--- src/rtl/wake_trig_pkg.sv ---
package wake_trig_pkg;

    localparam int WAKE_MAX_PINS = 8;
    localparam int CFG_MODE_LSB  = 1;
    localparam int CFG_HOLD_BIT  = 4;

    localparam logic [2:0] TRIG_LVL_LO = 3'd0;
    localparam logic [2:0] TRIG_LVL_HI = 3'd1;
    localparam logic [2:0] TRIG_FALL   = 3'd2;
    localparam logic [2:0] TRIG_RISE   = 3'd3;
    localparam logic [2:0] TRIG_OFF    = 3'd4;
    localparam logic [2:0] TRIG_ANY    = 3'd6;

    typedef struct packed {
        logic       hold;
        logic [2:0] mode;
    } pin_cfg_t;

    localparam pin_cfg_t PIN_CFG_RESET = '{hold: 1'b0, mode: TRIG_OFF};

    function automatic logic trig_eval(input logic [2:0] mode,
                                       input logic       cur,
                                       input logic       prev);
        logic hit;
        case (mode)
            TRIG_LVL_LO: hit = ~cur;
            TRIG_LVL_HI: hit = cur;
            TRIG_FALL:   hit = prev & ~cur;
            TRIG_RISE:   hit = ~prev & cur;
            TRIG_ANY:    hit = prev ^ cur;
            default:     hit = 1'b0;
        endcase
        return hit;
    endfunction

    function automatic logic [31:0] cfg_word(input pin_cfg_t c, input logic lvl);
        logic [31:0] w;
        w = '0;
        w[CFG_HOLD_BIT] = c.hold;
        w[CFG_MODE_LSB +: 3] = c.mode;
        w[0] = lvl;
        return w;
    endfunction

    function automatic pin_cfg_t cfg_from_word(input logic [31:0] w);
        pin_cfg_t c;
        c.hold = w[CFG_HOLD_BIT];
        c.mode = w[CFG_MODE_LSB +: 3];
        return c;
    endfunction

endpackage

--- src/rtl/wake_sync.sv ---
module wake_sync #(
    parameter int N      = 8,
    parameter int STAGES = 2
) (
    input  logic         clk,
    input  logic         rst,
    input  logic [N-1:0] din,
    output logic [N-1:0] dout
);
    logic [N-1:0] stg_q [STAGES];

    always_ff @(posedge clk) begin
        if (rst) begin
            for (int i = 0; i < STAGES; i++) stg_q[i] <= '0;
        end else begin
            stg_q[0] <= din;
            for (int i = 1; i < STAGES; i++) stg_q[i] <= stg_q[i-1];
        end
    end

    assign dout = stg_q[STAGES-1];
endmodule

--- src/rtl/wake_cfg_regs.sv ---
module wake_cfg_regs
    import wake_trig_pkg::*;
#(
    parameter int N      = 8,
    parameter int ADDR_W = 12,
    parameter int BASE   = 'h330,
    parameter int STRIDE = 8
) (
    input  logic                    clk,
    input  logic                    rst,
    input  logic                    bus_sel,
    input  logic                    bus_wr,
    input  logic [ADDR_W-1:0]       bus_addr,
    input  logic [31:0]             bus_wdata,
    output logic [31:0]             bus_rdata,
    input  logic [N-1:0]            lvl,
    output pin_cfg_t [N-1:0]        cfg_q
);
    logic [N-1:0] sel;

    for (genvar k = 0; k < N; k++) begin : g_reg
        localparam logic [ADDR_W-1:0] PIN_ADDR = ADDR_W'(BASE + k * STRIDE);
        assign sel[k] = bus_sel && (bus_addr == PIN_ADDR);

        always_ff @(posedge clk) begin
            if (rst)                 cfg_q[k] <= PIN_CFG_RESET;
            else if (sel[k] && bus_wr) cfg_q[k] <= cfg_from_word(bus_wdata);
        end
    end

    always_comb begin
        bus_rdata = '0;
        for (int k = 0; k < N; k++)
            if (sel[k]) bus_rdata = bus_rdata | cfg_word(cfg_q[k], lvl[k]);
    end
endmodule

--- src/rtl/wake_detect.sv ---
module wake_detect
    import wake_trig_pkg::*;
(
    input  logic     clk,
    input  logic     rst,
    input  logic     cur,
    input  pin_cfg_t cfg,
    output logic     evt
);
    logic prev_q;

    always_ff @(posedge clk) begin
        if (rst) prev_q <= 1'b0;
        else     prev_q <= cur;
    end

    assign evt = ~cfg.hold & trig_eval(cfg.mode, cur, prev_q);
endmodule

--- src/rtl/wake_trig_top.sv ---
module wake_trig_top
    import wake_trig_pkg::*;
#(
    parameter int NUM_PINS    = 8,
    parameter int ADDR_W      = 12,
    parameter int BASE        = 'h330,
    parameter int STRIDE      = 8,
    parameter int SYNC_STAGES = 2
) (
    input  logic                clk,
    input  logic                rst,
    input  logic                bus_sel,
    input  logic                bus_wr,
    input  logic [ADDR_W-1:0]   bus_addr,
    input  logic [31:0]         bus_wdata,
    output logic [31:0]         bus_rdata,
    input  logic [NUM_PINS-1:0] wake_pin,
    output logic [NUM_PINS-1:0] wake_evt
);
    localparam int MODE_FLAT_W = 3 * NUM_PINS;

    logic [NUM_PINS-1:0]    pin_sync;
    pin_cfg_t [NUM_PINS-1:0] cfg_q;
    logic [MODE_FLAT_W-1:0] cfg_mode_flat;
    logic [NUM_PINS-1:0]    cfg_hold;

    wake_sync #(.N(NUM_PINS), .STAGES(SYNC_STAGES)) sync_i (
        .clk (clk),
        .rst (rst),
        .din (wake_pin),
        .dout(pin_sync)
    );

    wake_cfg_regs #(.N(NUM_PINS), .ADDR_W(ADDR_W), .BASE(BASE), .STRIDE(STRIDE)) regs_i (
        .clk      (clk),
        .rst      (rst),
        .bus_sel  (bus_sel),
        .bus_wr   (bus_wr),
        .bus_addr (bus_addr),
        .bus_wdata(bus_wdata),
        .bus_rdata(bus_rdata),
        .lvl      (pin_sync),
        .cfg_q    (cfg_q)
    );

    for (genvar k = 0; k < NUM_PINS; k++) begin : g_pin
        wake_detect det_i (
            .clk(clk),
            .rst(rst),
            .cur(pin_sync[k]),
            .cfg(cfg_q[k]),
            .evt(wake_evt[k])
        );
        assign cfg_mode_flat[3*k +: 3] = cfg_q[k].mode;
        assign cfg_hold[k]             = cfg_q[k].hold;
    end
endmodule

--- config.mk ---
export PLATFORM = sky130hd
export DESIGN_NAME = wake_trig_top
export DESIGN_NICKNAME = d
export VERILOG_FILES = /design/src/rtl/wake_trig_pkg.sv /design/src/rtl/wake_sync.sv /design/src/rtl/wake_cfg_regs.sv /design/src/rtl/wake_detect.sv /design/src/rtl/wake_trig_top.sv
export SDC_FILE = /design/constraint.sdc
export NUM_CORES = 1
export LEC_CHECK = 0
export ABC_CLOCK_PERIOD_IN_PS = 2700
export BUFFER_PORTS_ARGS = -buffer_cell sky130_fd_sc_hd__buf_2
export CELL_PAD_IN_SITES_DETAIL_PLACEMENT = 1
export CELL_PAD_IN_SITES_GLOBAL_PLACEMENT = 1
export CORE_ASPECT_RATIO = 1.4
export CORE_UTILIZATION = 39
export CTS_CLUSTER_SIZE = 20
export DETAILED_ROUTE_END_ITERATION = 10
export MAX_ROUTING_LAYER = met4
export PLACE_DENSITY_LB_ADDON = 0.1
export SYNTH_ARGS = -nofsm -noshare
export SYNTH_HDL_FRONTEND = slang
export SYNTH_SLANG_ARGS = --single-unit
--- constraint.sdc ---
create_clock -name clk -period 2.7 [get_ports clk]
set_input_delay 0.54 -clock clk [delete_from_list [all_inputs] [get_ports clk]]
set_output_delay 0.54 -clock clk [all_outputs]
set_load 0.02 [all_outputs]
==> flow_summary_export.csv <==
group,metric,value,unit
status,status,"finished, final reports clean",
min_path,hold_class,"input pin to flip-flop",
critical_path,cp-startpoint,"bus_addr[2]",
critical_path,path_buf_inv,2,
pwr,leakage,1.482,nW
clocking,clock_sinks,56,
layout,syn2layout_area_growth,7.886,%
yosys,ys_ff_latch,56,
yosys,synth-compound-area-share,8.236,%
pwr,pwr-share-seq,58.1,%
route,final_antenna_net_count,0,
critical_path,setup.worst_path.end,"bus_rdata[1]",
clocking,cts_tree,"done",
yosys,syn_inst,334,
critical_path,crit_arrival,2040,ps
timing,tightestPinTransition,547.9,ps
route,drc,0,
critical_path,cp-start-kind,"input pin",
pwr,clkPwrFrac,30.9,%
yosys,synthFlopType,"dfxtp_1",
clocking,cts_max_level,2,
place,numPortBuffers,40,
timing,grt_setup_unrepaired,"no",
critical_path,slowest_stage,"or4_4",
timing,fin_crit_sh,95.42,%
yosys,synthSimpleGateAreaFrac,22.14,%
timing,skew,4.183,ps
critical_path,max_stage_delay,570,ps
floorplan,initial_core_util,40.81,%
layout,drive_gt1_share,18.11,%
critical_path,worstPathCellList,"buf_2 -> or3_1 -> or4_4 -> o22ai_1 -> buf_2",
timing,min_period,2576,ps
floorplan,die_x,78.80,um
flow_run,drv_cap,0,
pwr,p_total,0.001462,W
route,via_per_inst,5.132,
yosys,synth_top_family_by_area,"simple AND/OR/NAND/NOR gates",
grt,grt_pass1_vias,2403,
place,dp_hpwl,5934,um
grt,grt_max_degree,27,
route,drtIter0Drc,99,
yosys,ys_seq_area_share,34.81,%
route,via_count,2412,
yosys,yosys-mux-area-fraction,16.86,%
floorplan,dieHeight,109.5,um
grt,grtUsageTotal,19.64,%
critical_path,critPathKind,"input pin to output port",
layout,antenna_cells,0,
timing,finalHoldViolations,0,
layout,final_area,0.003475,sq mm
place,place_area,0.003393,sq mm
place,dp_slack,28.99,ps
clocking,cts-root-buf,"clkbuf_8",
place,place.gp.congestion,0.8773,
timing,maxSlewHeadroom,63.32,%
critical_path,r2r_start,"regs_i.cfg_q[2]",
clocking,insertion_delay,320,ps
layout,fillers,959,
pwr,internal_power,0.001073,W
grt,grt_pass1_wl,12260,um
critical_path,critPathRequiredTime,2160,ps
route,finalWirelength,7576,um
yosys,avgSynthCellArea,9.642,sq um
timing,setup_tns,0,ps
grt,grt-ovfl-total,0,
clocking,hold_buffers,0,
critical_path,critical_path_depth,5,
pwr,ir_worst_vdd,0.3627,mV
clocking,cts_buffers,5,
floorplan,ioPinCount,96,
timing,fmax,0.3882,GHz
yosys,synthXorXnorAreaFrac,0,%
critical_path,reg2regPathDepth,2,
pwr,switching_share,26.63,%
yosys,yosysWarnings,0,
yosys,yosys.area_share.adder,6.216,%
layout,multi_input_area,0.001827,sq mm
pwr,p_sw,0.0003893,W
floorplan,rows,38,
critical_path,r2r_slack,1830,ps
critical_path,worstSetupEndpointType,"output port",
yosys,synth_cell_types,38,
clocking,clk_pin_slew_worst_paths,90,ps
timing,setup_slack,123.7,ps
floorplan,dieArea,0.008630,sq mm
timing,slew_violations,0,
yosys,synth_area,0.003221,sq mm
yosys,async_reset_ff_share,0,%
clocking,cts_max_path_buffers,2,
route,wl_per_cell,16.12,um
yosys,synth-edff-count,0,
critical_path,rr_endpoint,"regs_i.cfg_q[2]",
critical_path,critPathMaxFanout,5,
layout,nets,442,
pwr,power_density,420.8,mW/mm^2
critical_path,crit_family,"simple AND/OR/NAND/NOR gates",
layout,ff_latch_area,0.001121,sq mm
pwr,comb_power_share,11.0,%
route,drt-pass1-iter-count,4,
floorplan,core-area,0.007893,sq mm
grt,antenna_found_initial,0,
timing,setup_violations,0,
critical_path,crit_top_cell,"buf_2",
-- layout by cell type, fill, tap and decap left out, types with 3 or more instances in the layout --
master and count:
or4bb_1 5, clkbuf_8 5, o21ai_1 3, dfxtp_1 56, nand4bb_1 4, mux4_2 5
ha_1 16, buf_4 8, nor2_1 42, a211o_1 9, o22ai_1 5, a211oi_1 8
buf_2 40, nand2b_1 13, a21oi_1 16, nand3b_1 5, conb_1 27, mux2i_1 43
nor2b_1 17, inv_1 17
-- registers in the layout, indices dropped and copies added (netlist names) --
signal,count
regs_i.cfg_q,32
g_pin.det_i.prev_q,8
sync_i.stg_q,16
-- power groups by stage --
stage	logic, W	clock network (W)	registers (W)
2_1_floorplan	0.000136	0	0.000865
3_3_place_gp	0.000156	0	0.000868
3_5_place_dp	0.000162	0	0.000869
4_1_cts	0.000162	0.000475	0.000850
5_1_grt	0.000178	0.000512	0.000852
6_report	0.000161	0.000452	0.000849
-- timing repair --
item	in CTS	in global routing
buffers inserted	0	0
setup endpoints to repair	0	3
gates resized for setup	0	1
-- per-stage QoR --
step	utilization (%)	cells	hold WS, ps
2_1_floorplan	-	360	413.8
3_3_place_gp	42.99	463	417.1
3_5_place_dp	42.99	463	428.9
4_1_cts	43.98	470	416.7
5_1_grt	44.02	470	418.6
6_report	44.02	470	421.4
-- final cells by class --
| type | count | share of cell area, % |
|---|---|---|
| Clock inverter | 1 | 0.1440 |
| Sequential cell | 56 | 32.27 |
| Timing Repair Buffer | 48 | 7.490 |
| Tap cell | 100 | 3.601 |
| Clock buffer | 6 | 2.089 |
| Inverter | 17 | 1.837 |
| Multi-Input combinational cell | 242 | 52.57 |
-- worst reg2reg max path, delay by kind of cell, from the launching register on --
family | cells | cell delay [ps]
AO/OA/AOI/OAI | 1 | 280
flip-flops | 1 | 350
AND/OR/NAND/NOR | 1 | 130
-- Yosys cell counts (all sizes together) (3+ instances only) --
library cell   n  share of area (%)
or4bb          5                1.7
o22ai          5               0.97
mux2i         43                 13
nand2b        13                2.5
o21ai          3               0.47
or4            3               0.82
buf           38                8.8
nor3           3               0.62
a21oi         16                2.5
a211o          9                2.4
nor2b         17                3.3
a211oi         8                1.9
ha            16                6.2
nor2          42                4.9
nand3b         5                1.2
dfxtp         56                 35
mux4           5                3.5
nand4bb        4                1.4
inv           17                2.0
nor4b          3                1.3
clkbuf         7               0.82
-- layer usage --
layer  track usage (%)  part of all wire, %  wire length, um
met4             7.804                  2.3              172
met3             3.485                  3.5              267
met1             21.88                   42             3170
met5                 -                    0                0
met2             34.60                   52             3965
-- worst min path at each step --
stage / start / end / slack [ps] / depth (start not counted)
6_report: wake_pin[3] / sync_i.stg_q[0][3] / 420 / 2
5_1_grt: wake_pin[1] / sync_i.stg_q[0][1] / 420 / 2
4_1_cts: wake_pin[3] / sync_i.stg_q[0][3] / 420 / 2
3_5_place_dp: sync_i.stg_q[0][5] / sync_i.stg_q[0][13] / 430 / 1
3_3_place_gp: sync_i.stg_q[0][6] / sync_i.stg_q[0][14] / 420 / 1
2_1_floorplan: sync_i.stg_q[0][2] / sync_i.stg_q[0][10] / 410 / 1
-- cell families (layout without fill, tap and decap cells) --
logic type               Yosys count  in the layout
other                              1             27
multiplexers                      48             48
flip-flops                        56             56
adder cells (fa/ha/maj)           16             16
AND/OR/NAND/NOR                  110            110
buffers and inverters             62             72
AO/OA/AOI/OAI                     41             41
Note: power is estimated with default switching activity, not from simulation.
